--- config.mk ---
export PLATFORM = sky130hd
export DESIGN_NAME = i2cw_slave
export DESIGN_NICKNAME = d
export VERILOG_FILES = /design/src/rtl/i2cw_pkg.sv /design/src/rtl/i2cw_sync.sv /design/src/rtl/i2cw_fsm.sv /design/src/rtl/i2cw_decode.sv /design/src/rtl/i2cw_slave.sv
export SDC_FILE = /design/constraint.sdc
export NUM_CORES = 1
export LEC_CHECK = 0
export BUFFER_PORTS_ARGS = -buffer_cell sky130_fd_sc_hd__buf_2
export CAP_MARGIN = 20
export CORE_MARGIN = 4
export CORE_UTILIZATION = 48
export CTS_BUF_LIST = sky130_fd_sc_hd__clkbuf_8
export CTS_CLUSTER_SIZE = 25
export DETAILED_ROUTE_END_ITERATION = 16
export PLACE_DENSITY_LB_ADDON = 0.05
export SLEW_MARGIN = 20
export SYNTH_ARGS = -nofsm -noshare
export SYNTH_HDL_FRONTEND = slang
export SYNTH_SLANG_ARGS = --single-unit
--- constraint.sdc ---
create_clock -name clk -period 6.8 [get_ports clk]
set_clock_uncertainty 0.2 [all_clocks]
set_input_delay 0.68 -clock clk [delete_from_list [all_inputs] [get_ports clk]]
set_output_delay 0.68 -clock clk [all_outputs]
set_load 0.03 [all_outputs]
--- src/rtl/i2cw_pkg.sv ---
package i2cw_pkg;

    typedef enum logic [3:0] {
        ST_IDLE,
        ST_ADDR,
        ST_ADDR_ACK,
        ST_INSTR,
        ST_INSTR_ACK,
        ST_DATA,
        ST_DATA_ACK,
        ST_READ,
        ST_READ_ACK,
        ST_IGNORE
    } wst_e;

    typedef struct packed {
        logic chan;
        logic midscale;
        logic shutdown;
        logic out1;
        logic out2;
    } instr_t;

    localparam int INSTR_CHAN_BIT = 7;
    localparam int INSTR_MID_BIT  = 6;
    localparam int INSTR_SHD_BIT  = 5;
    localparam int INSTR_O1_BIT   = 4;
    localparam int INSTR_O2_BIT   = 3;

endpackage

--- src/rtl/i2cw_sync.sv ---
module i2cw_sync #(
    parameter int STAGES = 2
) (
    input  logic clk,
    input  logic rst_n,
    input  logic scl_i,
    input  logic sda_i,
    output logic scl_s,
    output logic sda_s,
    output logic scl_rise,
    output logic scl_fall,
    output logic start_det,
    output logic stop_det
);
    logic [STAGES-1:0] scl_chain;
    logic [STAGES-1:0] sda_chain;
    logic              scl_q;
    logic              sda_q;

    generate
        if (STAGES == 1) begin : g_one
            always_ff @(posedge clk or negedge rst_n) begin
                if (!rst_n) begin
                    scl_chain <= '1;
                    sda_chain <= '1;
                end else begin
                    scl_chain[0] <= scl_i;
                    sda_chain[0] <= sda_i;
                end
            end
        end else begin : g_multi
            always_ff @(posedge clk or negedge rst_n) begin
                if (!rst_n) begin
                    scl_chain <= '1;
                    sda_chain <= '1;
                end else begin
                    scl_chain <= {scl_chain[STAGES-2:0], scl_i};
                    sda_chain <= {sda_chain[STAGES-2:0], sda_i};
                end
            end
        end
    endgenerate

    always_ff @(posedge clk or negedge rst_n) begin
        if (!rst_n) begin
            scl_q <= 1'b1;
            sda_q <= 1'b1;
        end else begin
            scl_q <= scl_chain[STAGES-1];
            sda_q <= sda_chain[STAGES-1];
        end
    end

    assign scl_s     = scl_chain[STAGES-1];
    assign sda_s     = sda_chain[STAGES-1];
    assign scl_rise  = scl_s & ~scl_q;
    assign scl_fall  = ~scl_s & scl_q;
    assign start_det = scl_s & scl_q & sda_q & ~sda_s;
    assign stop_det  = scl_s & scl_q & ~sda_q & sda_s;

endmodule

--- src/rtl/i2cw_fsm.sv ---
module i2cw_fsm
    import i2cw_pkg::*;
#(
    parameter int          BYTE_BITS = 8,
    parameter logic [4:0]  ADDR_HI   = 5'b01011
) (
    input  logic                 clk,
    input  logic                 rst_n,
    input  logic                 sda_s,
    input  logic                 scl_rise,
    input  logic                 scl_fall,
    input  logic                 start_det,
    input  logic                 stop_det,
    input  logic                 strap_a1,
    input  logic                 strap_a0,
    input  logic [BYTE_BITS-1:0] rd_code,
    output logic                 sda_oe,
    output logic                 instr_stb,
    output logic [BYTE_BITS-1:0] instr_byte,
    output logic                 dbyte_stb,
    output logic [BYTE_BITS-1:0] dbyte
);
    localparam int CNT_W = $clog2(BYTE_BITS + 1);

    wst_e                 state_q;
    wst_e                 state_d;
    logic [CNT_W-1:0]     bit_cnt;
    logic [BYTE_BITS-1:0] shreg;
    logic                 mack_q;
    logic                 byte_done;
    logic                 addr_hit;
    logic                 receiving;

    assign byte_done = scl_fall && (bit_cnt == CNT_W'(BYTE_BITS));
    assign addr_hit  = (shreg[BYTE_BITS-1:1] == {ADDR_HI, strap_a1, strap_a0});
    assign receiving = (state_q == ST_ADDR) || (state_q == ST_INSTR) ||
                       (state_q == ST_DATA);

    // state register
    always_ff @(posedge clk or negedge rst_n) begin
        if (!rst_n) state_q <= ST_IDLE;
        else        state_q <= state_d;
    end

    // next state
    always_comb begin
        state_d = state_q;
        if (start_det) begin
            state_d = ST_ADDR;
        end else if (stop_det) begin
            state_d = ST_IDLE;
        end else begin
            unique case (state_q)
                ST_IDLE:      state_d = ST_IDLE;
                ST_ADDR:      if (byte_done) state_d = addr_hit ? ST_ADDR_ACK : ST_IGNORE;
                ST_ADDR_ACK:  if (scl_fall)  state_d = shreg[0] ? ST_READ : ST_INSTR;
                ST_INSTR:     if (byte_done) state_d = ST_INSTR_ACK;
                ST_INSTR_ACK: if (scl_fall)  state_d = ST_DATA;
                ST_DATA:      if (byte_done) state_d = ST_DATA_ACK;
                ST_DATA_ACK:  if (scl_fall)  state_d = ST_DATA;
                ST_READ:      if (byte_done) state_d = ST_READ_ACK;
                ST_READ_ACK:  if (scl_fall)  state_d = mack_q ? ST_READ : ST_IGNORE;
                ST_IGNORE:    state_d = ST_IGNORE;
                default:      state_d = ST_IDLE;
            endcase
        end
    end

    // bit counter, shift register and master acknowledge
    always_ff @(posedge clk or negedge rst_n) begin
        if (!rst_n) begin
            bit_cnt <= '0;
            shreg   <= '0;
            mack_q  <= 1'b0;
        end else begin
            if (state_d != state_q) begin
                bit_cnt <= '0;
            end else if (scl_rise && (receiving || state_q == ST_READ)) begin
                bit_cnt <= bit_cnt + 1'b1;
            end

            if (receiving && scl_rise) begin
                shreg <= {shreg[BYTE_BITS-2:0], sda_s};
            end else if (state_d == ST_READ && state_q != ST_READ) begin
                shreg <= rd_code;
            end else if (state_q == ST_READ && scl_fall && !byte_done) begin
                shreg <= {shreg[BYTE_BITS-2:0], 1'b1};
            end

            if (state_q == ST_READ_ACK && scl_rise) begin
                mack_q <= ~sda_s;
            end
        end
    end

    // registered strobes
    always_ff @(posedge clk or negedge rst_n) begin
        if (!rst_n) begin
            instr_stb  <= 1'b0;
            instr_byte <= '0;
            dbyte_stb  <= 1'b0;
            dbyte      <= '0;
        end else begin
            instr_stb <= (state_q == ST_INSTR) && (state_d == ST_INSTR_ACK);
            dbyte_stb <= (state_q == ST_DATA)  && (state_d == ST_DATA_ACK);
            if ((state_q == ST_INSTR) && (state_d == ST_INSTR_ACK)) instr_byte <= shreg;
            if ((state_q == ST_DATA)  && (state_d == ST_DATA_ACK))  dbyte      <= shreg;
        end
    end

    // open-drain drive
    always_comb begin
        unique case (state_q)
            ST_ADDR_ACK, ST_INSTR_ACK, ST_DATA_ACK: sda_oe = 1'b1;
            ST_READ:                                sda_oe = ~shreg[BYTE_BITS-1];
            default:                                sda_oe = 1'b0;
        endcase
    end

endmodule

--- src/rtl/i2cw_decode.sv ---
module i2cw_decode
    import i2cw_pkg::*;
#(
    parameter int NUM_CH    = 2,
    parameter int BYTE_BITS = 8
) (
    input  logic                 clk,
    input  logic                 rst_n,
    input  logic                 instr_stb,
    input  logic [BYTE_BITS-1:0] instr_byte,
    input  logic                 dbyte_stb,
    input  logic [BYTE_BITS-1:0] dbyte,
    output logic                 chan_sel,
    output logic                 cmd_stb,
    output instr_t               cmd,
    output logic                 data_stb,
    output logic [BYTE_BITS-1:0] data_code
);
    instr_t fields;

    generate
        if (NUM_CH > 1) begin : g_dual
            assign fields.chan = instr_byte[INSTR_CHAN_BIT];
        end else begin : g_single
            assign fields.chan = 1'b0;
        end
    endgenerate

    assign fields.midscale = instr_byte[INSTR_MID_BIT];
    assign fields.shutdown = instr_byte[INSTR_SHD_BIT];
    assign fields.out1     = instr_byte[INSTR_O1_BIT];
    assign fields.out2     = instr_byte[INSTR_O2_BIT];

    always_ff @(posedge clk or negedge rst_n) begin
        if (!rst_n) begin
            chan_sel  <= 1'b0;
            cmd_stb   <= 1'b0;
            cmd       <= '0;
            data_stb  <= 1'b0;
            data_code <= '0;
        end else begin
            cmd_stb  <= instr_stb;
            data_stb <= dbyte_stb;
            if (instr_stb) begin
                cmd      <= fields;
                chan_sel <= fields.chan;
            end
            if (dbyte_stb) data_code <= dbyte;
        end
    end

endmodule

--- src/rtl/i2cw_slave.sv ---
module i2cw_slave
    import i2cw_pkg::*;
#(
    parameter int         NUM_CH      = 2,
    parameter int         SYNC_STAGES = 2,
    parameter int         BYTE_BITS   = 8,
    parameter logic [4:0] ADDR_HI     = 5'b01011
) (
    input  logic                 clk,
    input  logic                 rst_n,
    input  logic                 scl_i,
    input  logic                 sda_i,
    output logic                 sda_oe,
    input  logic                 strap_a1,
    input  logic                 strap_a0,
    input  logic [BYTE_BITS-1:0] rd_code,
    output logic                 chan_sel,
    output logic                 cmd_stb,
    output logic                 cmd_chan,
    output logic                 cmd_midscale,
    output logic                 cmd_shutdown,
    output logic                 cmd_out1,
    output logic                 cmd_out2,
    output logic                 data_stb,
    output logic [BYTE_BITS-1:0] data_code
);
    logic                 scl_sync;
    logic                 sda_sync;
    logic                 scl_rise;
    logic                 scl_fall;
    logic                 start_det;
    logic                 stop_det;
    logic                 instr_stb;
    logic [BYTE_BITS-1:0] instr_byte;
    logic                 dbyte_stb;
    logic [BYTE_BITS-1:0] dbyte;
    instr_t               cmd;

    i2cw_sync #(.STAGES(SYNC_STAGES)) u_sync (
        .clk       (clk),
        .rst_n     (rst_n),
        .scl_i     (scl_i),
        .sda_i     (sda_i),
        .scl_s     (scl_sync),
        .sda_s     (sda_sync),
        .scl_rise  (scl_rise),
        .scl_fall  (scl_fall),
        .start_det (start_det),
        .stop_det  (stop_det)
    );

    i2cw_fsm #(.BYTE_BITS(BYTE_BITS), .ADDR_HI(ADDR_HI)) u_fsm (
        .clk        (clk),
        .rst_n      (rst_n),
        .sda_s      (sda_sync),
        .scl_rise   (scl_rise),
        .scl_fall   (scl_fall),
        .start_det  (start_det),
        .stop_det   (stop_det),
        .strap_a1   (strap_a1),
        .strap_a0   (strap_a0),
        .rd_code    (rd_code),
        .sda_oe     (sda_oe),
        .instr_stb  (instr_stb),
        .instr_byte (instr_byte),
        .dbyte_stb  (dbyte_stb),
        .dbyte      (dbyte)
    );

    i2cw_decode #(.NUM_CH(NUM_CH), .BYTE_BITS(BYTE_BITS)) u_dec (
        .clk        (clk),
        .rst_n      (rst_n),
        .instr_stb  (instr_stb),
        .instr_byte (instr_byte),
        .dbyte_stb  (dbyte_stb),
        .dbyte      (dbyte),
        .chan_sel   (chan_sel),
        .cmd_stb    (cmd_stb),
        .cmd        (cmd),
        .data_stb   (data_stb),
        .data_code  (data_code)
    );

    assign cmd_chan     = cmd.chan;
    assign cmd_midscale = cmd.midscale;
    assign cmd_shutdown = cmd.shutdown;
    assign cmd_out1     = cmd.out1;
    assign cmd_out2     = cmd.out2;

endmodule

==> results_dict.tcl, run 1 <==
set metrics [dict create \
    drive_above_1_share_pct 27.0 \
    synth_area_um2 2450 \
    use_met3_pct 4.51 \
    r2r_cells 5 \
    busiest_layer "met1" \
    rrSetupSlack_ps 4280 \
    htreeDepth 2 \
    maxCapViolations 0 \
    cts_tree "done" \
    die_x_um 79.4 \
    final_max_slew_viol_count 0 \
    holdPathStages 0 \
    ioPinCount 31 \
    synthTopCellsByCount "dfrtp_1 (47), nand2_1 (37), mux2_2 (18)" \
    drtIter0Drc 87 \
    grt_pass1_vias 1670 \
    nets 267 \
    viasPerCell 5.33 \
    worst_slew_pin_slew_ps 648 \
    regArea_um2 1330 \
    hp-class "flip-flop to flip-flop" \
    ant_nets 0 \
    vias 1701 \
    ys_ff_latch 53 \
    die_area_um2 6310 \
    min_to "u_sync.sda_chain[1]" \
    antenna_found_initial 0 \
    yosys.area.top_type "dfrtp_1" \
    p_per_area_nw_per_um2 201 \
    worst-setup-path-type "flip-flop to output port" \
    clk_path_buf_depth 2 \
    worstPathMaxFanout 16 \
    numCtsBuffers 5 \
    netlist_top_cells_area "dfrtp_1 (48%), mux2_2 (8.3%), dfstp_2 (6.4%)" \
    max_freq_mhz 386 \
    ir_worst_vdd_mv 0.124 \
    synthArstFlopShare_pct 100 \
    slew_headroom_pct 56.8 \
    reg2reg_from "u_sync.scl_q" \
    grt_util_met2_pct 22.4 \
    multi_input_area_um2 1040 \
    grt_use_met1_pct 25.2 \
    yosysUniqueCellTypes 42 \
    initial_core_util_pct 50.8 \
    cts_root_buffer "clkbuf_8" \
    cts_resized 0 \
    synthCells 225 \
    critPathLaunchType "flip-flop" \
    routabilityCongestion 0.862 \
    fin_crit_ps 2590 \
    grt_pass1_wl_mm 8.11 \
    setup_violations 0 \
    synth.yosys.seq_area_share_pct 54.5 \
    synth_top_cell_area_share_pct 48.0 \
    clk_pin_slew_ps 100 \
    portBuffers 30 \
    synth_flop_cell "dfrtp_1" \
    syn_nets 241 \
    diodes 0 \
    rows 25 \
    grt_max_degree 54 \
    clk_latency_ps 310 \
    fin_crit_sh_pct 38.1 \
    yosys_warnings 0 \
    synth_most_common_cell "dfrtp_1" \
    power.leakage_nw 1.36 \
    tns_ps 0 \
    area.growth.synth_to_final_pct 11.2 \
    status "complete, no violations" \
    drt_wl_total_mm 4.58 \
    hold_viol_final 0 \
    p_total_mw 0.547 \
    synth_area_per_cell_um2 10.9 \
    drt_drc_violations_left 0 \
    fillers 455 \
    cts.sinks 53 \
    synth_edf_count 0 \
    crit_arrival_ps 1710 \
    dpl.hpwl_mm 3.24 \
    wl_per_cell_um 14.4 \
    die_h_um 79.4 \
    gr-total-overflow 0 \
    fp.coreArea_um2 4820 \
    drtPass1Iterations 4 \
    rsz0062_at_grt "false" \
    crit_path_end_kind "output port" \
    required_ps 5920 \
    r2r-end "u_fsm.bit_cnt[2]" \
    ctsHoldBuffers 0 \
    min_from "u_sync.sda_chain[0]" \
    post_cts_buffers 0 \
    track_usage_pct 16.4 \
]
per-stage QoR:
stage                     hold WS, ps  utilization (%)  cell area, µm²  std cells  worst slack (ps)
final                             160             56.5            2720        319              4210
after global placement            146             54.7            2630        311              4330
after floorplan                   145                -            2450        225              4590
after detailed placement          147             54.7            2630        311              4280
after CTS                         162             56.5            2720        319              4210
after global routing              166             56.5            2720        319              4040
critical path, stage by stage, from the launching register on:
cell and delay (ps):
dfrtp_1 660, nor2_1 220, o22a_1 240, nor2_1 70, buf_2 200
routing by layer:
metal / vias to the layer above / part of all wire (%)
li1: 842 / -
met1: 797 / 51
met2: 55 / 42
met3: 7 / 6.0
met4: 0 / 0.94
met5: - / 0
registers in the layout (all words and copies together), names as in the netlist, 2 cells and up:
name / count
u_fsm.bit_cnt: 4
u_dec.data_code: 8
u_dec.cmd: 4
u_sync.scl_chain: 2
u_fsm.instr_byte: 5
u_sync.sda_chain: 2
u_fsm.dbyte: 8
u_fsm.shreg: 8
u_fsm.state_q: 4
cell type report:
type                    count  share of cell area [%]
multi-input cells         155                    38.2
clock inverters             3                   0.781
inverters                   5                   0.689
flip-flops and latches     53                    49.0
well taps                  67                    3.08
repair buffers             31                    5.79
clock buffers               5                    2.53
worst max path at each step:
| stage | start | endpoint | slack [ps] | cells past startpoint |
|---|---|---|---|---|
| after floorplan | u_fsm.bit_cnt[0] | u_fsm.bit_cnt[0] | 4590 | 9 |
| after global placement | u_sync.scl_q | u_fsm.bit_cnt[1] | 4330 | 5 |
| after detailed placement | u_sync.scl_q | u_fsm.bit_cnt[0] | 4280 | 5 |
| after CTS | u_fsm.state_q[2] | sda_oe | 4210 | 4 |
| after global routing | u_fsm.state_q[2] | sda_oe | 4040 | 4 |
| final | u_fsm.state_q[2] | sda_oe | 4210 | 4 |
placed cells by master (no fill, tap or decap), types with 2 or more instances in the layout:
cell type	netlist	layout
nand2b_1	2	2
nor2_1	12	12
nand4b_1	2	2
ha_1	2	2
mux2_2	18	18
o21ai_0	13	13
or3_1	2	2
and3b_1	4	4
clkbuf_8	0	5
xnor2_1	2	2
xor2_1	7	7
inv_1	4	4
mux2i_1	6	6
a21oi_1	9	9
dfrtp_1	47	47
a221o_1	2	2
nor3_1	5	5
nor2b_1	3	3
dfstp_2	6	6
nand3_1	3	3
nand4_1	2	2
nand3b_1	2	2
a31oi_1	4	4
buf_2	0	30
and3_1	2	2
nor3b_1	2	2
nand2_1	37	37
o31ai_1	2	2
power by group:
group	switching [mW]	internal, mW
Sequential	0.0102	0.325
Clock	0.105	0.0732
Combinational	0.0201	0.0131
logic make-up after synthesis:
logic type / Yosys count / synth area share, %
and+or+nand+nor: 83 / 17.9
DFF: 53 / 54.5
AOI/OAI and AO/OA: 37 / 9.56
muxes: 24 / 10.7
buffers and inverters: 17 / 3.07
xor gates and xnor gates: 9 / 3.22
adders and majority gates: 2 / 1.02
No activity file was read; power rests on OpenSTA's default activity.
==> inputs of run 2 (changes only) <==
==> constraint.sdc (replaced) <==
create_clock -name clk -period 2.58 [get_ports clk]
set_clock_uncertainty 0.2 [all_clocks]
set_input_delay 0.258 -clock clk [delete_from_list [all_inputs] [get_ports clk]]
set_output_delay 0.258 -clock clk [all_outputs]
set_load 0.03 [all_outputs]
==> run 2 against run 1 <==
Critical path depth increased by 4. Sequential share of layout area decreased by 3.2 points. First-iteration DRC count decreased by 34%. Die area did not move. Largest cell class unchanged.
==> results_dict.tcl, run 2 (synthesis results as in run 1) <==
set metrics [dict create \
    hold_viol_final 0 \
    worst_slew_pin_slew_ps 653 \
    p_per_area_nw_per_um2 528 \
    fillers 439 \
    status "complete, no violations" \
    ctsHoldBuffers 10 \
    numCtsBuffers 5 \
    clk_path_buf_depth 2 \
    clk_pin_slew_ps 90 \
    maxCapViolations 0 \
    nets 286 \
    clk_latency_ps 300 \
    track_usage_pct 16.9 \
    cts_resized 0 \
    die_x_um 79.4 \
    grt_pass1_wl_mm 8.35 \
    ioPinCount 31 \
    p_total_mw 1.54 \
    ant_nets 0 \
    portBuffers 30 \
    fin_cells 338 \
    ir_worst_vdd_mv 0.376 \
    critPathLaunchType "flip-flop" \
    cts.sinks 53 \
    vias 1769 \
    worst-setup-path-type "flip-flop to flip-flop" \
    wl_per_cell_um 14.4 \
    hp-class "input port to flip-flop" \
    setup_ws_ps 219 \
    drt_wl_total_mm 4.86 \
    fp.coreArea_um2 4820 \
    area.growth.synth_to_final_pct 19.0 \
    slew_headroom_pct 56.5 \
    final_max_slew_viol_count 0 \
    grt_pass1_vias 1756 \
    dpl.hpwl_mm 3.38 \
    largest_registers "u_dec.data_code x8, u_fsm.dbyte x8, u_fsm.shreg x8" \
    die_h_um 79.4 \
    drive_above_1_share_pct 28.0 \
    rsz0062_at_grt "false" \
    gr-total-overflow 0 \
    final_cell_mix "dfrtp_1 (47), nand2_1 (37), buf_2 (30)" \
    fin_crit_ps 2360 \
    dp_cells 320 \
    whs_ps 52.4 \
    diodes 0 \
    crit_path_end_kind "flip-flop" \
    htreeDepth 2 \
    power.leakage_nw 1.46 \
    rows 25 \
    pre_cts_ws_ps 257 \
    drt_drc_violations_left 0 \
    drtPass1Iterations 4 \
    layout_commonest_cell "dfrtp_1" \
    worstPathMaxFanout 7 \
    grt_max_degree 54 \
    max_freq_mhz 424 \
    initial_core_util_pct 50.8 \
    viasPerCell 5.23 \
    crit_arrival_ps 2340 \
    cts_tree "done" \
    tns_ps 0 \
    required_ps 2560 \
    setup_violations 0 \
    drtIter0Drc 57 \
    post_cts_buffers 0 \
    die_area_um2 6310 \
    fin_crit_sh_pct 91.5 \
    routabilityCongestion 0.956 \
    cts_root_buffer "clkbuf_8" \
    antenna_found_initial 0 \
]
==> run 2: cell count changes in the layout (fill, tap and decap cells not counted) <==
cell and change:
buf_4 +9, inv_1 +1, clkinvlp_4 -1, clkinv_2 -1, bufinv_16 +1, inv_6 -1
clkinv_4 +1, dlygate4sd3_1 +10
==> run 2: routing by layer <==
layer	share of wire (%)	routed length (µm)	vias up	global-route usage (%)
met5	0	0	-	0
met4	1.5	72	0	6.01
met3	4.7	228	8	3.05
met2	45	2180	46	25.7
met1	49	2380	837	24.2
li1	-	-	878	-
==> run 2: worst paths after layout <==
check	startpoint	to	slack, ps	cells after the start
hold / removal	rd_code[0]	u_fsm.shreg[0]	50	3
setup reg to reg	u_fsm.bit_cnt[0]	u_fsm.bit_cnt[2]	220	8
hold reg to reg	u_sync.scl_chain[0]	u_sync.scl_chain[1]	160	0
setup / recovery	u_fsm.bit_cnt[0]	u_fsm.bit_cnt[2]	220	8
max in group asynchronous	rst_n	u_fsm.state_q[3]	1330	3
min in group asynchronous	rst_n	u_fsm.bit_cnt[2]	390	3
==> run 2: critical path: stages (launching register included) <==
cell     delay, ps
dfrtp_1        430
inv_1           80
ha_1           130
and3b_1        320
and3_1         280
nor2_1          70
a221o_1        370
xor2_1         270
nor3_1         100
==> run 2: layout make-up <==
type,instances,area [µm²],area share [%]
clock buffers,5,68.8,2.36
multi-input cells,155,1040,35.7
flip-flops and latches,53,1330,45.8
inverters,5,18.8,0.644
well taps,67,83.8,2.88
repair buffers,50,325,11.2
clock inverters,3,42.5,1.46
==> run 2: per-stage QoR <==
stage / util [%] / area, µm²
detailed placement: 56.1 / 2700
finish: 60.5 / 2910
CTS: 60.5 / 2910
global route: 60.5 / 2910
floorplan: - / 2450
global placement: 56.1 / 2700
==> run 2: power breakdown <==
part / total [mW] / internal, mW / switching (mW)
combinational: 0.103 / 0.0465 / 0.0565
sequential: 0.883 / 0.857 / 0.0263
clock: 0.551 / 0.288 / 0.264
==> inputs of run 3 (changes only) <==
--- a/config.mk
+++ b/config.mk
@@ -12,7 +12,7 @@
 export CTS_BUF_LIST = sky130_fd_sc_hd__clkbuf_8
 export CTS_CLUSTER_SIZE = 25
 export DETAILED_ROUTE_END_ITERATION = 16
-export PLACE_DENSITY_LB_ADDON = 0.05
+export PLACE_DENSITY_LB_ADDON = 0.08
 export SLEW_MARGIN = 20
 export SYNTH_ARGS = -nofsm -noshare
 export SYNTH_HDL_FRONTEND = slang
==> run 3 against run 2 <==
Sequential cell count did not move. Non-clock buffer count fell by 1. Global-route usage rose by 0.088 points. Clock-buffer cell count did not move. Sequential power barely moved. Worst hold slack got worse by 18 ps. Core utilization fell by 0.16 points. Largest power group unchanged.
==> results_dict.tcl, run 3 (synthesis results as in run 1) <==
set metrics [dict create \
    cts_root_buffer "clkbuf_8" \
    grt_max_degree 54 \
    max_freq_mhz 428 \
    clk_path_buf_depth 2 \
    portBuffers 30 \
    viasPerCell 5.26 \
    required_ps 2560 \
    critical_path.cell_chain "nor2b_1 > and3_1 > nor2_1 > a221o_1 > xor2_1 > nor3_1" \
    crit_slowest_cell "dfstp_2" \
    wl_per_cell_um 14.4 \
    drt_wl_total_mm 4.86 \
    routabilityCongestion 0.859 \
    worst-setup-path-type "flip-flop to flip-flop" \
    clk_pin_slew_ps 80 \
    die_x_um 79.4 \
    drt_drc_violations_left 0 \
    fin_crit_ps 2340 \
    post_cts_buffers 0 \
    ant_nets 0 \
    final_cell_mix "dfrtp_1 (47), nand2_1 (37), buf_2 (30)" \
    crit_arrival_ps 2320 \
    min_from "rd_code[0]" \
    hp-class "input port to flip-flop" \
    antenna_found_initial 0 \
    hold_viol_final 0 \
    cts_tree "done" \
    worstPathMaxFanout 10 \
    drive_above_1_share_pct 27.8 \
    numCtsBuffers 5 \
    dpl.hpwl_mm 3.34 \
    cts_resized 0 \
    cp-startpoint "u_sync.scl_q" \
    ir_worst_vdd_mv 0.294 \
    worst_slew_pin_slew_ps 641 \
    worst-path-buf-inv 0 \
    ctsHoldBuffers 10 \
    critPathLaunchType "flip-flop" \
    track_usage_pct 17.0 \
    pre_cts_ws_ps 258 \
    critPathTopFamily "simple AND/OR/NAND/NOR gates" \
    nets 285 \
    clk_latency_ps 300 \
    largest_registers "u_dec.data_code x8, u_fsm.dbyte x8, u_fsm.shreg x8" \
    grt_pass1_wl_mm 8.42 \
    tns_ps 0 \
    htreeDepth 2 \
    slew_headroom_pct 57.2 \
    final_max_slew_viol_count 0 \
    status "complete, no violations" \
    area.growth.synth_to_final_pct 18.7 \
    p_per_area_nw_per_um2 527 \
    ioPinCount 31 \
    fin_crit_sh_pct 90.6 \
    die_area_um2 6310 \
    power.leakage_nw 1.46 \
    setup_ws_ps 241 \
    worst_path_largest_cell_delay_ps 620 \
    vias 1773 \
    crit_path_end_kind "flip-flop" \
    cts.sinks 53 \
    diodes 0 \
    drtPass1Iterations 4 \
    gr-total-overflow 0 \
    setup_violations 0 \
    rows 25 \
    fp.coreArea_um2 4820 \
    reg2reg_from "u_sync.scl_q" \
    finalCoreUtilization_pct 60.3 \
    layout_commonest_cell "dfrtp_1" \
    initial_core_util_pct 50.8 \
    die_h_um 79.4 \
    drtIter0Drc 74 \
    grt_pass1_vias 1774 \
    rsz0062_at_grt "false" \
    maxCapViolations 0 \
]
## run 3: worst paths after layout
check                                       to  slack, ps  depth (start not counted)
max reg2reg                   u_fsm.bit_cnt[0]        240                          6
max in group asynchronous     u_fsm.state_q[3]       1350                          3
min                             u_fsm.shreg[0]         30                          3
max                           u_fsm.bit_cnt[0]        240                          6
min in group asynchronous     u_fsm.bit_cnt[0]        390                          3
min reg2reg                u_sync.sda_chain[1]        160                          0
## run 3: power breakdown
part | switching (mW) | internal [mW]
Clock | 0.260 | 0.287
Combinational | 0.0544 | 0.0452
Sequential | 0.0274 | 0.857
Total | 0.342 | 1.19
## run 3: final cells by class
class | count | area [µm²]
Tap cell | 67 | 83.8
Clock inverter | 3 | 42.5
Timing Repair Buffer | 49 | 318
Multi-Input combinational cell | 155 | 1040
Sequential cell | 53 | 1330
Fill cell | 425 | 1910
Clock buffer | 5 | 68.8
Inverter | 5 | 18.8
## run 3: metal layers
metal	wire (µm)	GRT usage [%]	vias to the layer above	share of wire (%)
met1	2390	24.0	837	49
met5	0	0	-	0
met4	100	8.93	0	2.1
li1	-	-	871	-
met3	209	3.50	12	4.3
met2	2160	24.5	53	44
## run 3: metrics by stage
stage                     hold WS [ps]  std cells  instance area [µm²]  power (mW)
final                             34.2        337                 2910        1.53
after global routing              41.9        337                 2910        1.61
after CTS                         25.1        337                 2910        1.56
after global placement             146        319                 2690       0.989
after floorplan                   -238        225                 2450       0.947
after detailed placement           147        319                 2690       0.990
## run 3: worst register-to-register path, stage by stage, from the launching register on
cell,delay (ps)
dfstp_2,620
nor2b_1,320
and3_1,270
nor2_1,60
a221o_1,370
xor2_1,270
nor3_1,100
